## src/rtl/lfc_pkg.sv

```systemverilog
package lfc_pkg;
  typedef enum logic [1:0] {
    ST_IDLE  = 2'd0,
    ST_ISSUE = 2'd1,
    ST_ACK   = 2'd2,
    ST_DONE  = 2'd3
  } lfc_state_e;
endpackage

```

## src/rtl/lfc_toggle_det.sv

```systemverilog
module lfc_toggle_det (
  input  logic clk_i,
  input  logic rst_ni,
  input  logic lvl_i,
  output logic tgl_o
);
  logic lvl_q;

  always_ff @(posedge clk_i or negedge rst_ni) begin
    if (!rst_ni) lvl_q <= 1'b0;
    else         lvl_q <= lvl_i;
  end

  assign tgl_o = lvl_i ^ lvl_q;
endmodule

```

## src/rtl/lfc_base_hold.sv

```systemverilog
module lfc_base_hold #(
  parameter int ADDR_W = 32
) (
  input  logic              clk_i,
  input  logic              rst_ni,
  input  logic              vld_i,
  input  logic [ADDR_W-1:0] addr_i,
  input  logic              take_i,
  output logic              pend_o,
  output logic [ADDR_W-1:0] addr_o
);
  always_ff @(posedge clk_i or negedge rst_ni) begin
    if (!rst_ni) begin
      pend_o <= 1'b0;
      addr_o <= '0;
    end else if (vld_i) begin
      // a fresh address wins over a consume in the same cycle
      pend_o <= 1'b1;
      addr_o <= addr_i;
    end else if (take_i) begin
      pend_o <= 1'b0;
    end
  end
endmodule

```

## src/rtl/lfc_burst_calc.sv

```systemverilog
module lfc_burst_calc #(
  parameter int RES_W         = 12,
  parameter int VRES_W        = 11,
  parameter int CNT_W         = 16,
  parameter int BYTES_PER_PIX = 4,
  parameter int INIT_LINES    = 4,
  parameter int SUB_LINES     = 2
) (
  input  logic              first_i,
  input  logic [VRES_W-1:0] left_i,
  input  logic [RES_W-1:0]  hres_i,
  output logic [VRES_W-1:0] lines_o,
  output logic [CNT_W-1:0]  bytes_o
);
  localparam int BPP_W  = $clog2(BYTES_PER_PIX + 1);
  localparam int PROD_W = VRES_W + RES_W + BPP_W;
  localparam logic [VRES_W-1:0] INIT_L = VRES_W'(INIT_LINES);
  localparam logic [VRES_W-1:0] SUB_L  = VRES_W'(SUB_LINES);

  logic [VRES_W-1:0] grp;
  logic [PROD_W-1:0] prod;

  always_comb begin
    grp     = first_i ? INIT_L : SUB_L;
    lines_o = (left_i < grp) ? left_i : grp;
    prod    = PROD_W'(lines_o) * PROD_W'(hres_i) * PROD_W'(BYTES_PER_PIX);
    bytes_o = prod[CNT_W-1:0];
  end
endmodule

```

## src/rtl/lfc_line_fetch.sv

```systemverilog
module lfc_line_fetch
  import lfc_pkg::*;
#(
  parameter int ADDR_W        = 32,
  parameter int CNT_W         = 16,
  parameter int RES_W         = 12,
  parameter int VRES_W        = 11,
  parameter int DATA_W        = 24,
  parameter int BYTES_PER_PIX = 4,
  parameter int INIT_LINES    = 4,
  parameter int SUB_LINES     = 2
) (
  input  logic              clk_i,
  input  logic              rst_ni,
  input  logic              en_i,
  input  logic [RES_W-1:0]  hres_i,
  input  logic [VRES_W-1:0] vres_i,
  input  logic [ADDR_W-1:0] base_addr_i,
  input  logic              base_vld_i,
  output logic              rd_req_o,
  input  logic              rd_ack_i,
  input  logic              rd_done_i,
  output logic [ADDR_W-1:0] rd_addr_o,
  output logic [CNT_W-1:0]  rd_bytes_o,
  input  logic [DATA_W-1:0] rd_data_i,
  input  logic              rd_valid_i,
  output logic              fifo_wr_o,
  output logic [DATA_W-1:0] fifo_data_o,
  input  logic              fifo_low_i,
  output logic              busy_o,
  output logic              done_o,
  output logic [ADDR_W-1:0] frame_addr_o
);
  lfc_state_e        state_q;
  logic              ack_tgl;
  logic              pend;
  logic [ADDR_W-1:0] pend_addr;
  logic              take;
  logic              first_q;
  logic [VRES_W-1:0] left_q;
  logic [RES_W-1:0]  hres_q;
  logic [ADDR_W-1:0] cur_addr_q;
  logic [VRES_W-1:0] req_lines_q;
  logic [VRES_W-1:0] calc_lines;
  logic [CNT_W-1:0]  calc_bytes;

  assign take = (state_q == ST_IDLE) && en_i && pend;

  lfc_toggle_det i_ack_det (
    .clk_i (clk_i),
    .rst_ni(rst_ni),
    .lvl_i (rd_ack_i),
    .tgl_o (ack_tgl)
  );

  lfc_base_hold #(.ADDR_W(ADDR_W)) i_base_hold (
    .clk_i (clk_i),
    .rst_ni(rst_ni),
    .vld_i (base_vld_i),
    .addr_i(base_addr_i),
    .take_i(take),
    .pend_o(pend),
    .addr_o(pend_addr)
  );

  lfc_burst_calc #(
    .RES_W        (RES_W),
    .VRES_W       (VRES_W),
    .CNT_W        (CNT_W),
    .BYTES_PER_PIX(BYTES_PER_PIX),
    .INIT_LINES   (INIT_LINES),
    .SUB_LINES    (SUB_LINES)
  ) i_calc (
    .first_i(first_q),
    .left_i (left_q),
    .hres_i (hres_q),
    .lines_o(calc_lines),
    .bytes_o(calc_bytes)
  );

  always_ff @(posedge clk_i or negedge rst_ni) begin
    if (!rst_ni) begin
      state_q      <= ST_IDLE;
      first_q      <= 1'b0;
      left_q       <= '0;
      hres_q       <= '0;
      cur_addr_q   <= '0;
      req_lines_q  <= '0;
      rd_req_o     <= 1'b0;
      rd_addr_o    <= '0;
      rd_bytes_o   <= '0;
      busy_o       <= 1'b0;
      done_o       <= 1'b0;
      frame_addr_o <= '0;
    end else begin
      done_o <= 1'b0;
      unique case (state_q)
        ST_IDLE: begin
          if (take) begin
            frame_addr_o <= pend_addr;
            cur_addr_q   <= pend_addr;
            left_q       <= vres_i;
            hres_q       <= hres_i;
            first_q      <= 1'b1;
            busy_o       <= 1'b1;
            state_q      <= ST_ISSUE;
          end
        end
        ST_ISSUE: begin
          if (left_q == '0) begin
            done_o  <= 1'b1;
            busy_o  <= 1'b0;
            state_q <= ST_IDLE;
          end else if (first_q || fifo_low_i) begin
            rd_req_o    <= 1'b1;
            rd_addr_o   <= cur_addr_q;
            rd_bytes_o  <= calc_bytes;
            req_lines_q <= calc_lines;
            state_q     <= ST_ACK;
          end
        end
        ST_ACK: begin
          if (ack_tgl) begin
            rd_req_o <= 1'b0;
            state_q  <= ST_DONE;
          end
        end
        ST_DONE: begin
          if (rd_done_i) begin
            cur_addr_q <= cur_addr_q + ADDR_W'(rd_bytes_o);
            left_q     <= left_q - req_lines_q;
            first_q    <= 1'b0;
            state_q    <= ST_ISSUE;
          end
        end
        default: state_q <= ST_IDLE;
      endcase
    end
  end

  always_ff @(posedge clk_i or negedge rst_ni) begin
    if (!rst_ni) begin
      fifo_wr_o   <= 1'b0;
      fifo_data_o <= '0;
    end else begin
      fifo_wr_o   <= rd_valid_i;
      fifo_data_o <= rd_data_i;
    end
  end
endmodule

```

## config.mk

```make
export PLATFORM = sky130hd
export DESIGN_NAME = lfc_line_fetch
export DESIGN_NICKNAME = d
export VERILOG_FILES = /design/src/rtl/lfc_pkg.sv /design/src/rtl/lfc_toggle_det.sv /design/src/rtl/lfc_base_hold.sv /design/src/rtl/lfc_burst_calc.sv /design/src/rtl/lfc_line_fetch.sv
export SDC_FILE = /design/constraint.sdc
export NUM_CORES = 1
export LEC_CHECK = 0
export BUFFER_PORTS_ARGS = -buffer_cell sky130_fd_sc_hd__buf_2
export CORE_MARGIN = 5
export CORE_UTILIZATION = 50
export DETAILED_ROUTE_END_ITERATION = 8
export PLACE_DENSITY_LB_ADDON = 0.1
export RECOVER_POWER = 25
export SLEW_MARGIN = 20
export SYNTH_ARGS = -nofsm -noshare
export SYNTH_HDL_FRONTEND = slang
export SYNTH_SLANG_ARGS = --single-unit
```

## constraint.sdc

```tcl
create_clock -name clk_i -period 6.95 [get_ports clk_i]
set_input_delay 0.695 -clock clk_i [delete_from_list [all_inputs] [get_ports clk_i]]
set_output_delay 0.695 -clock clk_i [all_outputs]
set_load 0.02 [all_outputs]
```

==> results.yml, run 1 <==
timing:
  fmax_mhz: 172
  period_minus_slack_ps: 5800
  rsz0062_at_grt: "false"
  fin_ws_ps: 1150
  finalClockSkew_ps: 20.0
  drv_slew: 137
  finalCritPeriodShare: 0.834
  hold_viol_final: 0
  tightest_slew_ps: 2360
  relSlewSlack: -0.570
  setup_viol: 0
  setup-tns-final_ps: 0
floorplan:
  die_area_um2: 26900
  die_x_um: 164
  rows: 56
  coreArea_um2: 23400
  initial_core_util: 0.507
  ios: 195
  die-height_um: 164
global_routing:
  grt_use_met2: 0.355
  grt_pass1_wl_um: 48100
  use_met3: 0.0602
  grt_util_met1: 0.308
  grt-ovfl-total: 0
  antenna_found_initial: 1
  top_usage_layer: "met2"
  grt_pass1_vias: 9460
  grt_max_degree: 135
  grt_usage: 0.223
clocking:
  clkLatencyLatePin_ps: 530
  cts_tree: "yes"
  post_cts_buffers: 0
  cts_resized: 0
  clk_pin_slew_ps: 60
  htreeDepth: 1
  root_buffer: "clkbuf_16"
  cts_hold_buf: 0
  cts_made_buffers: 24
  clockBufferDepth: 3
  clock_sinks: 209
min_path:
  holdPathEnd: "fifo_data_o[6]"
  hold_path_class: "input port to register"
  worstHoldStart: "rd_data_i[6]"
  whs_path_depth: 1
yosys:
  ys_seq_area_frac: 0.441
  yosys-top-cells-area: "dfrtp_1 (44%), fa_1 (9.8%), nand2_1 (9.7%)"
  synth_ff_type: "dfrtp_1"
  synth_edf_count: 0
  syn_area_per_cell_um2: 9.67
  synthDistinctLibCells: 71
  synth_area_um2: 11900
  yosysTopAreaCell: "dfrtp_1"
  async_reset_ff_frac: 1.00
  synth_top_area_frac: 0.441
  ys_warn_count: 0
  synthCells: 1227
  synth-seq-cells: 209
place:
  placed_cell_area_um2: 13300
  place_ws_ps: 1160
  dp_hpwl_um: 20800
  gp_congestion: 0.835
  dp_cells: 1743
  io_buffers: 192
drt:
  vias: 9143
  drt_wl_total_um: 29300
  drc: 0
  first_pass_iters: 5
  wire_per_inst_um: 16.4
  vias_per_cell: 5.11
  ant_nets: 0
  first_iter_violations: 498
worst_setup_path:
  worst-setup-path-type: "register to register"
  crit_path_end_kind: "register"
  ff2ff_setup_slack_ps: 1150
  r2r-end: "rd_bytes_o[15]"
  crit_arrival_ps: 6170
  r2r-start: "left_q[5]"
  start_kind: "register"
  required_ps: 7320
  reg2reg_depth: 19
  critPathMaxFanout: 14
power:
  ir_worst_vdd_mv: 0.373
  p_per_area_nw_per_um2: 559
  p_leak_nw: 7.21
cells_and_area:
  antenna_cells: 0
  final_core_util: 0.600
  fin_cells: 1788
  fin_area_um2: 14100
  drive_above_1_share: 0.201
  area_growth_syn_to_layout_pct: 18.4
  final_net_count: 1657
status:
  status: "finished, violations left"
  violations: "capacitance limit, slew limit"
job:
  cap_viol_max_count: 2
worst max-delay path, stage by stage, from the launching register on:
cell       delay, ps
dfrtp_1          390
nor4_1           440
and4b_1          560
mux2_4           450
and2_1           200
fa_1             440
ha_1             300
ha_1             290
ha_1             270
inv_1             50
fa_1             530
inv_1             40
ha_1             330
nor2b_1          160
o31a_1           280
nor4_2           200
nor3_1           110
a2111oi_2        340
xnor2_1          170
o21ai_1           70
cell type report:
type	count	area, µm²
multi-input combinational	908	6220
inverter	109	409
clock inverter	10	116
fill	2106	9350
sequential	209	5230
tap	319	399
clock buffer	34	668
timing repair buffer	199	1010
where the power goes:
group	internal, mW	total (mW)	switching, mW
Sequential	1.63	1.99	0.355
Combinational	1.84	4.62	2.78
Clock	0.746	1.25	0.506
Total	4.22	7.86	3.64
routing by layer:
layer / vias up / share of wire
met5: - / 0.00024
met4: 2 / 0.017
met3: 44 / 0.075
met2: 226 / 0.45
met1: 4426 / 0.45
li1: 4445 / -
registers in the layout (all words and copies together), names as in the netlist:
register	cells
rd_req_o	1
hres_q	12
fifo_wr_o	1
state_q	2
i_base_hold.pend_o	1
done_o	1
rd_bytes_o	14
cur_addr_q	32
busy_o	1
req_lines_q	11
i_ack_det.lvl_q	1
left_q	11
i_base_hold.addr_o	32
rd_addr_o	32
fifo_data_o	24
first_q	1
frame_addr_o	32
placed cells by master (no fill, tap or decap), types with 4 or more instances in the layout:
cell         n
nand2_1    306
dfrtp_1    209
buf_2      190
inv_1      108
ha_1        60
fa_1        58
conb_1      54
o21ai_0     53
a21oi_1     47
nor2_1      44
mux2_2      33
clkbuf_16   24
nand3_1     21
mux2i_1     19
and3_1      18
and2_1      18
xnor2_1     16
o22ai_1     16
nor3_1      15
xor2_1      13
a21o_1      11
o21a_1       9
clkbuf_1     9
nor2b_1      7
a31oi_1      7
nand2b_1     6
buf_4        6
o21ai_1      5
nand4_1      5
clkinv_2     5
o211ai_1     4
a211oi_1     4
synthesized netlist by cell type (3+ instances only):
cell type and count:
nand2_1 306, dfrtp_1 209, inv_1 108, ha_1 61, fa_1 58, o21ai_0 53, a21oi_1 47, nor2_1 45
mux2_2 33, clkbuf_1 31, nand3_1 22, and3_1 19, mux2i_1 19, and2_1 18, o22ai_1 16, xnor2_1 16
nor3_1 15, xor2_1 13, a21o_1 11, buf_1 10, o21a_1 9, buf_2 8, a31oi_1 7, nor2b_1 7
nand2b_1 6, o21ai_1 6, nand4_1 5, a211oi_1 4, o211ai_1 4, or2_2 4, a211oi_2 3, buf_4 3
nor4_1 3, o21bai_1 3, or3_1 3
logic make-up after synthesis:
group / synth area share
buffers and inverters: 0.0537
xor gates and xnor gates: 0.0228
DFF: 0.441
and+or+nand+nor: 0.167
muxes: 0.0486
other: 0.000633
AOI/OAI and AO/OA: 0.105
adders and majority gates: 0.162
how the worst max path moves through the flow:
| stage | to | from | slack (ps) | depth (start not counted) |
|---|---|---|---|---|
| finish | rd_bytes_o[15] | left_q[5] | 1150 | 19 |
| global route | rd_bytes_o[15] | left_q[5] | 700 | 19 |
| CTS | rd_bytes_o[15] | left_q[5] | 1140 | 19 |
| detailed placement | rd_bytes_o[15] | left_q[5] | 1160 | 19 |
| global placement | rd_bytes_o[15] | left_q[5] | 1230 | 19 |
| floorplan | rd_bytes_o[15] | first_q | 1700 | 23 |
through the flow:
step	power [mW]	hold WS (ps)
finish	7.86	276
global route	8.66	253
CTS	7.92	256
detailed placement	6.61	457
global placement	6.50	454
floorplan	5.45	399
(Power assumes the default switching activity.)
==> run 2: changes to the inputs <==
clock period = 5.8 ns   (was 6.95 ns; I/O delays follow)
==> run 2 against run 1 <==
  * Non-clock buffer count up 2
  * Register-to-register slack worse by 740 ps
  * Global-route usage down 0.18 points
  * Clock power is 38% higher
  * Setup slack worse by 740 ps
  * Clock skew rose by 5.4 ps
  * First-iteration DRC count rose by 3.2%
  * Critical path type unchanged
  * The run still ends with capacitance limit, slew limit left
==> results.yml, run 2 (synthesized netlist as in run 1, its figures left out) <==
status:
  status: "finished, violations left"
  violations: "capacitance limit, slew limit"
timing:
  finalClockSkew_ps: 25.4
  drv_slew: 141
  finalCritPeriodShare: 0.929
  setup_viol: 0
  setup-tns-final_ps: 0
  rsz0062_at_grt: "false"
  hold_viol_final: 0
  tightest_slew_ps: 2760
  relSlewSlack: -0.839
  period_minus_slack_ps: 5390
  fmax_mhz: 186
  hold_slack_ps: 146
cells_and_area:
  layout_commonest_cell: "nand2_1"
  regArea_um2: 5230
  final_net_count: 1659
  multi_input_area_um2: 6230
  drive_above_1_share: 0.206
  area_growth_syn_to_layout_pct: 19.7
  fillerInstances: 2075
  final_cell_mix: "nand2_1 (306), dfrtp_1 (209), buf_2 (189)"
place:
  gp_congestion: 0.811
  dp_hpwl_um: 20800
  io_buffers: 192
clocking:
  root_buffer: "clkbuf_16"
  clock_sinks: 209
  clkLatencyLatePin_ps: 540
  cts_resized: 0
  cts_tree: "yes"
  clk_pin_slew_ps: 60
  clockBufferDepth: 3
  htreeDepth: 1
  post_cts_buffers: 0
  cts_hold_buf: 0
  cts_made_buffers: 24
drt:
  vias_per_cell: 5.10
  first_iter_violations: 514
  drt_wl_total_um: 29300
  first_pass_iters: 5
  vias: 9134
  ant_nets: 0
  wire_per_inst_um: 16.4
  drc: 0
floorplan:
  die-height_um: 164
  die_x_um: 164
  coreArea_um2: 23400
  die_area_um2: 26900
  initial_core_util: 0.507
  ios: 195
  rows: 56
worst_setup_path:
  r2r-start: "first_q"
  max_stage_delay_ps: 530
  crit_arrival_ps: 5790
  ff2ff_setup_slack_ps: 410
  worst-setup-path-type: "register to register"
  crit_path_end_kind: "register"
  reg2reg_depth: 21
  critPathMaxFanout: 13
  path_delay_family: "adder cells"
  required_ps: 6200
  crit_top_cell: "ha_1"
  path_cells: "inv_1 -> ha_1 -> o21ai_0 -> and4b_1 -> mux2_4 -> and2_1 -> fa_1 -> ha_1 -> ha_1 -> ha_1 -> inv_1 -> fa_1 -> inv_1 -> ha_1 -> nor2b_1 -> o31a_1 -> nor4_2 -> nor3_1 -> a2111oi_2 -> xnor2_1 -> o21ai_1"
  start_kind: "register"
  r2r-end: "rd_bytes_o[15]"
  critical_path_buf_inv_count: 3
  cp_slowest_cell: "fa_1"
min_path:
  worstHoldStart: "rd_data_i[7]"
  whs_path_depth: 1
  hold_path_class: "input port to register"
  holdPathEnd: "fifo_data_o[7]"
power:
  power_mw: 9.65
  p_leak_nw: 7.29
  p_per_area_nw_per_um2: 679
  ir_worst_vdd_mv: 0.352
global_routing:
  antenna_found_initial: 2
  grt_pass1_wl_um: 47600
  grt-ovfl-total: 0
  grt_pass1_vias: 9374
  grt_usage: 0.221
  grt_max_degree: 106
job:
  cap_viol_max_count: 2
-- run 2: cell types whose count changed in the layout (fill, tap and decap cells not counted) --
cell / change
clkbuf_1: -5
clkbuf_8: +2
bufinv_16: +4
diode_2: +1
nor4_1: -1
clkinvlp_4: -1
nor4_2: +1
buf_4: +3
clkinv_8: -1
clkinv_16: +1
buf_2: -1
-- run 2: layout make-up --
type / count / area share
clock buffer: 31 / 0.0476
sequential: 209 / 0.368
clock inverter: 13 / 0.0171
antenna: 1 / 0.000176
timing repair buffer: 201 / 0.0722
tap: 319 / 0.0281
inverter: 109 / 0.0288
multi-input combinational: 908 / 0.438
-- run 2: metrics by stage --
stage / instance area, µm² / std cells / worst slack, ps / utilization
floorplan: 12100 / 1279 / 550 / -
global placement: 13300 / 1746 / 378 / 0.568
detailed placement: 13300 / 1746 / 324 / 0.568
CTS: 14200 / 1790 / 326 / 0.607
global route: 14200 / 1791 / 18.3 / 0.607
finish: 14200 / 1791 / 412 / 0.607
-- run 2: per-layer routing --
metal	routed length, µm	part of all wire	GRT usage	up-vias
met3	2060	0.070	0.0552	35
met1	13500	0.46	0.312	4416
met5	13	0.00044	0	-
met2	13200	0.45	0.349	243
li1	-	-	-	4438
met4	470	0.016	0.0457	2
-- run 2: worst max-delay path by stage --
stage,from,to,slack [ps],cells after the start
after floorplan,first_q,rd_bytes_o[15],550,23
after global placement,left_q[5],rd_bytes_o[15],380,19
after detailed placement,left_q[5],rd_bytes_o[15],320,19
after CTS,left_q[5],rd_bytes_o[15],330,19
after global routing,first_q,rd_bytes_o[15],20,21
final,first_q,rd_bytes_o[15],410,21
-- run 2: where the power goes --
group	internal, mW	leakage, nW	total (mW)	switching, mW
sequential	1.96	2.54	2.39	0.432
combinational	2.21	4.30	5.54	3.33
clock	1.09	0.450	1.72	0.626
-- run 2: worst register-to-register path: stages (launching register included) --
cell       delay, ps
dfrtp_1          420
inv_1             90
ha_1             300
o21ai_0           70
and4b_1          250
mux2_4           400
and2_1           200
fa_1             440
ha_1             310
ha_1             290
ha_1             270
inv_1             50
fa_1             530
inv_1             40
ha_1             320
nor2b_1          160
o31a_1           270
nor4_2           180
nor3_1           110
a2111oi_2        330
xnor2_1          170
o21ai_1           70
==> run 3: changes to the inputs <==
CORE_ASPECT_RATIO = 0.7   (was not set)
==> run 3 against run 2 <==
  * Sequential share of layout area up 0.52 points
  * Critical path depth unchanged
  * Highest routed layer unchanged
  * Die area up 0.18%
  * Sequential power about the same
  * Largest power group unchanged
  * Cell area down 1.4%
  * First-iteration DRC count up 24%
  * Setup slack worse by 17 ps
  * Clock power down 20%
  * Core utilization down 1.1 points
  * The flow still finishes with violations (capacitance limit, slew limit)
  * Sequential cell count unchanged
  * Clock skew down 11 ps
==> results.yml, run 3 (synthesized netlist as in run 1, its figures left out) <==
clocking:
  htreeDepth: 1
  cts_tree: "yes"
  cts_resized: 0
  clk_pin_slew_ps: 70
  root_buffer: "clkbuf_16"
  cts_hold_buf: 0
  clkLatencyLatePin_ps: 490
  cts_made_buffers: 22
  post_cts_buffers: 0
  clock_sinks: 209
  clockBufferDepth: 3
worst_setup_path:
  critPathMaxFanout: 7
  crit_path_end_kind: "register"
  required_ps: 6140
  crit_arrival_ps: 5750
  worst-setup-path-type: "register to register"
  start_kind: "register"
  r2r-start: "first_q"
  startpoint: "first_q"
cells_and_area:
  fin_cells: 1787
  area_growth_syn_to_layout_pct: 18.1
  final_cell_mix: "nand2_1 (306), dfrtp_1 (209), buf_2 (190)"
  final_net_count: 1659
  drive_above_1_share: 0.201
  fillerInstances: 2148
  layout_commonest_cell: "nand2_1"
drt:
  drt_wl_total_um: 30600
  vias_per_cell: 5.09
  ant_nets: 0
  drc: 0
  first_pass_iters: 5
  wire_per_inst_um: 17.1
  first_iter_violations: 636
  vias: 9090
global_routing:
  grt_pass1_vias: 8997
  grt_usage: 0.228
  antenna_found_initial: 4
  grt-ovfl-total: 0
  grt_max_degree: 123
  grt_pass1_wl_um: 50100
floorplan:
  die_x_um: 194
  die-height_um: 139
  coreArea_um2: 23500
  ios: 195
  rows: 47
  die_area_um2: 27000
  initial_core_util: 0.505
place:
  io_buffers: 192
  dp_cells: 1747
  dp_hpwl_um: 23300
  gp_congestion: 0.860
timing:
  drv_slew: 123
  tightest_slew_ps: 3120
  hold_viol_final: 0
  finalCritPeriodShare: 0.932
  fmax_mhz: 185
  setup_viol: 0
  setup-tns-final_ps: 0
  rsz0062_at_grt: "false"
  period_minus_slack_ps: 5400
  finalClockSkew_ps: 14.7
  relSlewSlack: -1.08
power:
  power.switching_mw: 4.40
  combPwrFrac: 0.598
  ir_worst_vdd_mv: 0.495
  p_per_area_nw_per_um2: 670
  power_frac_seq: 0.256
  p_int_mw: 4.99
  p_clk_frac: 0.146
  p_leak_nw: 7.20
  netSwitchingFraction: 0.468
min_path:
  hold_path_class: "input port to register"
  worstHoldStart: "rd_data_i[7]"
job:
  cap_viol_max_count: 1
status:
  violations: "capacitance limit, slew limit"
  status: "finished, violations left"
## run 3: cell types whose count changed in the layout (fill, tap and decap cells not counted), sizes merged
cell / delta
bufinv: -6
clkinv: -4
buf: +3
clkbuf: +2
clkinvlp: +1
inv: +1
## run 3: power by group through the flow
stage	logic, mW	registers, mW	clock network [mW]
floorplan	3.96	2.57	0
global placement	5.51	2.41	0
detailed placement	5.58	2.42	0
CTS	5.62	2.40	1.40
global route	6.41	2.47	1.47
finish	5.61	2.40	1.37
## run 3: final cells by class
type	instances	area, µm²	share of cell area
multi-input combinational	908	6220	0.444
inverter	109	409	0.0292
clock inverter	5	41.3	0.00295
clock buffer	34	677	0.0483
antenna	1	2.50	0.000179
tap	318	398	0.0284
timing repair buffer	203	1040	0.0744
sequential	209	5230	0.373
## run 3: through the flow
stage	instance area, µm²	total power [mW]	hold slack, ps	setup WS (ps)	utilization
after global placement	13300	7.92	454	454	0.566
after CTS	14000	9.42	173	361	0.596
final	14000	9.39	186	395	0.596
after global routing	14000	10.3	167	119	0.596
after floorplan	12100	6.53	284	550	-
after detailed placement	13300	8.00	455	408	0.566
## run 3: final timing paths
kind                                   to  slack [ps]  cells after the start
max                        rd_bytes_o[15]         400                     21
min                        fifo_data_o[7]         190                      1
max reg2reg                rd_bytes_o[15]         400                     21
min reg2reg                 rd_addr_o[31]         470                      2
max in group asynchronous  cur_addr_q[28]        2730                      2
min in group asynchronous  rd_bytes_o[13]        1010                      1
## run 3: routing by layer
layer | up-vias | global-route usage | share of wire
li1 | 4444 | - | -
met1 | 4279 | 0.379 | 0.50
met2 | 343 | 0.294 | 0.38
met3 | 22 | 0.0770 | 0.11
met4 | 2 | 0.0222 | 0.0065
met5 | - | 0 | 0.00023
## run 3: critical path, cell delays in order, from the launching register on
cell and delay (ps):
dfrtp_1 430, inv_1 80, ha_1 290, o21ai_0 70
and4b_1 260, mux2_4 370, and2_1 200, fa_1 430
ha_1 310, ha_1 300, ha_1 280, inv_1 50
fa_1 520, inv_1 40, ha_1 320, nor2b_1 160
o31a_1 270, nor4_2 200, nor3_1 120, a2111oi_2 320
xnor2_1 160, o21ai_1 70
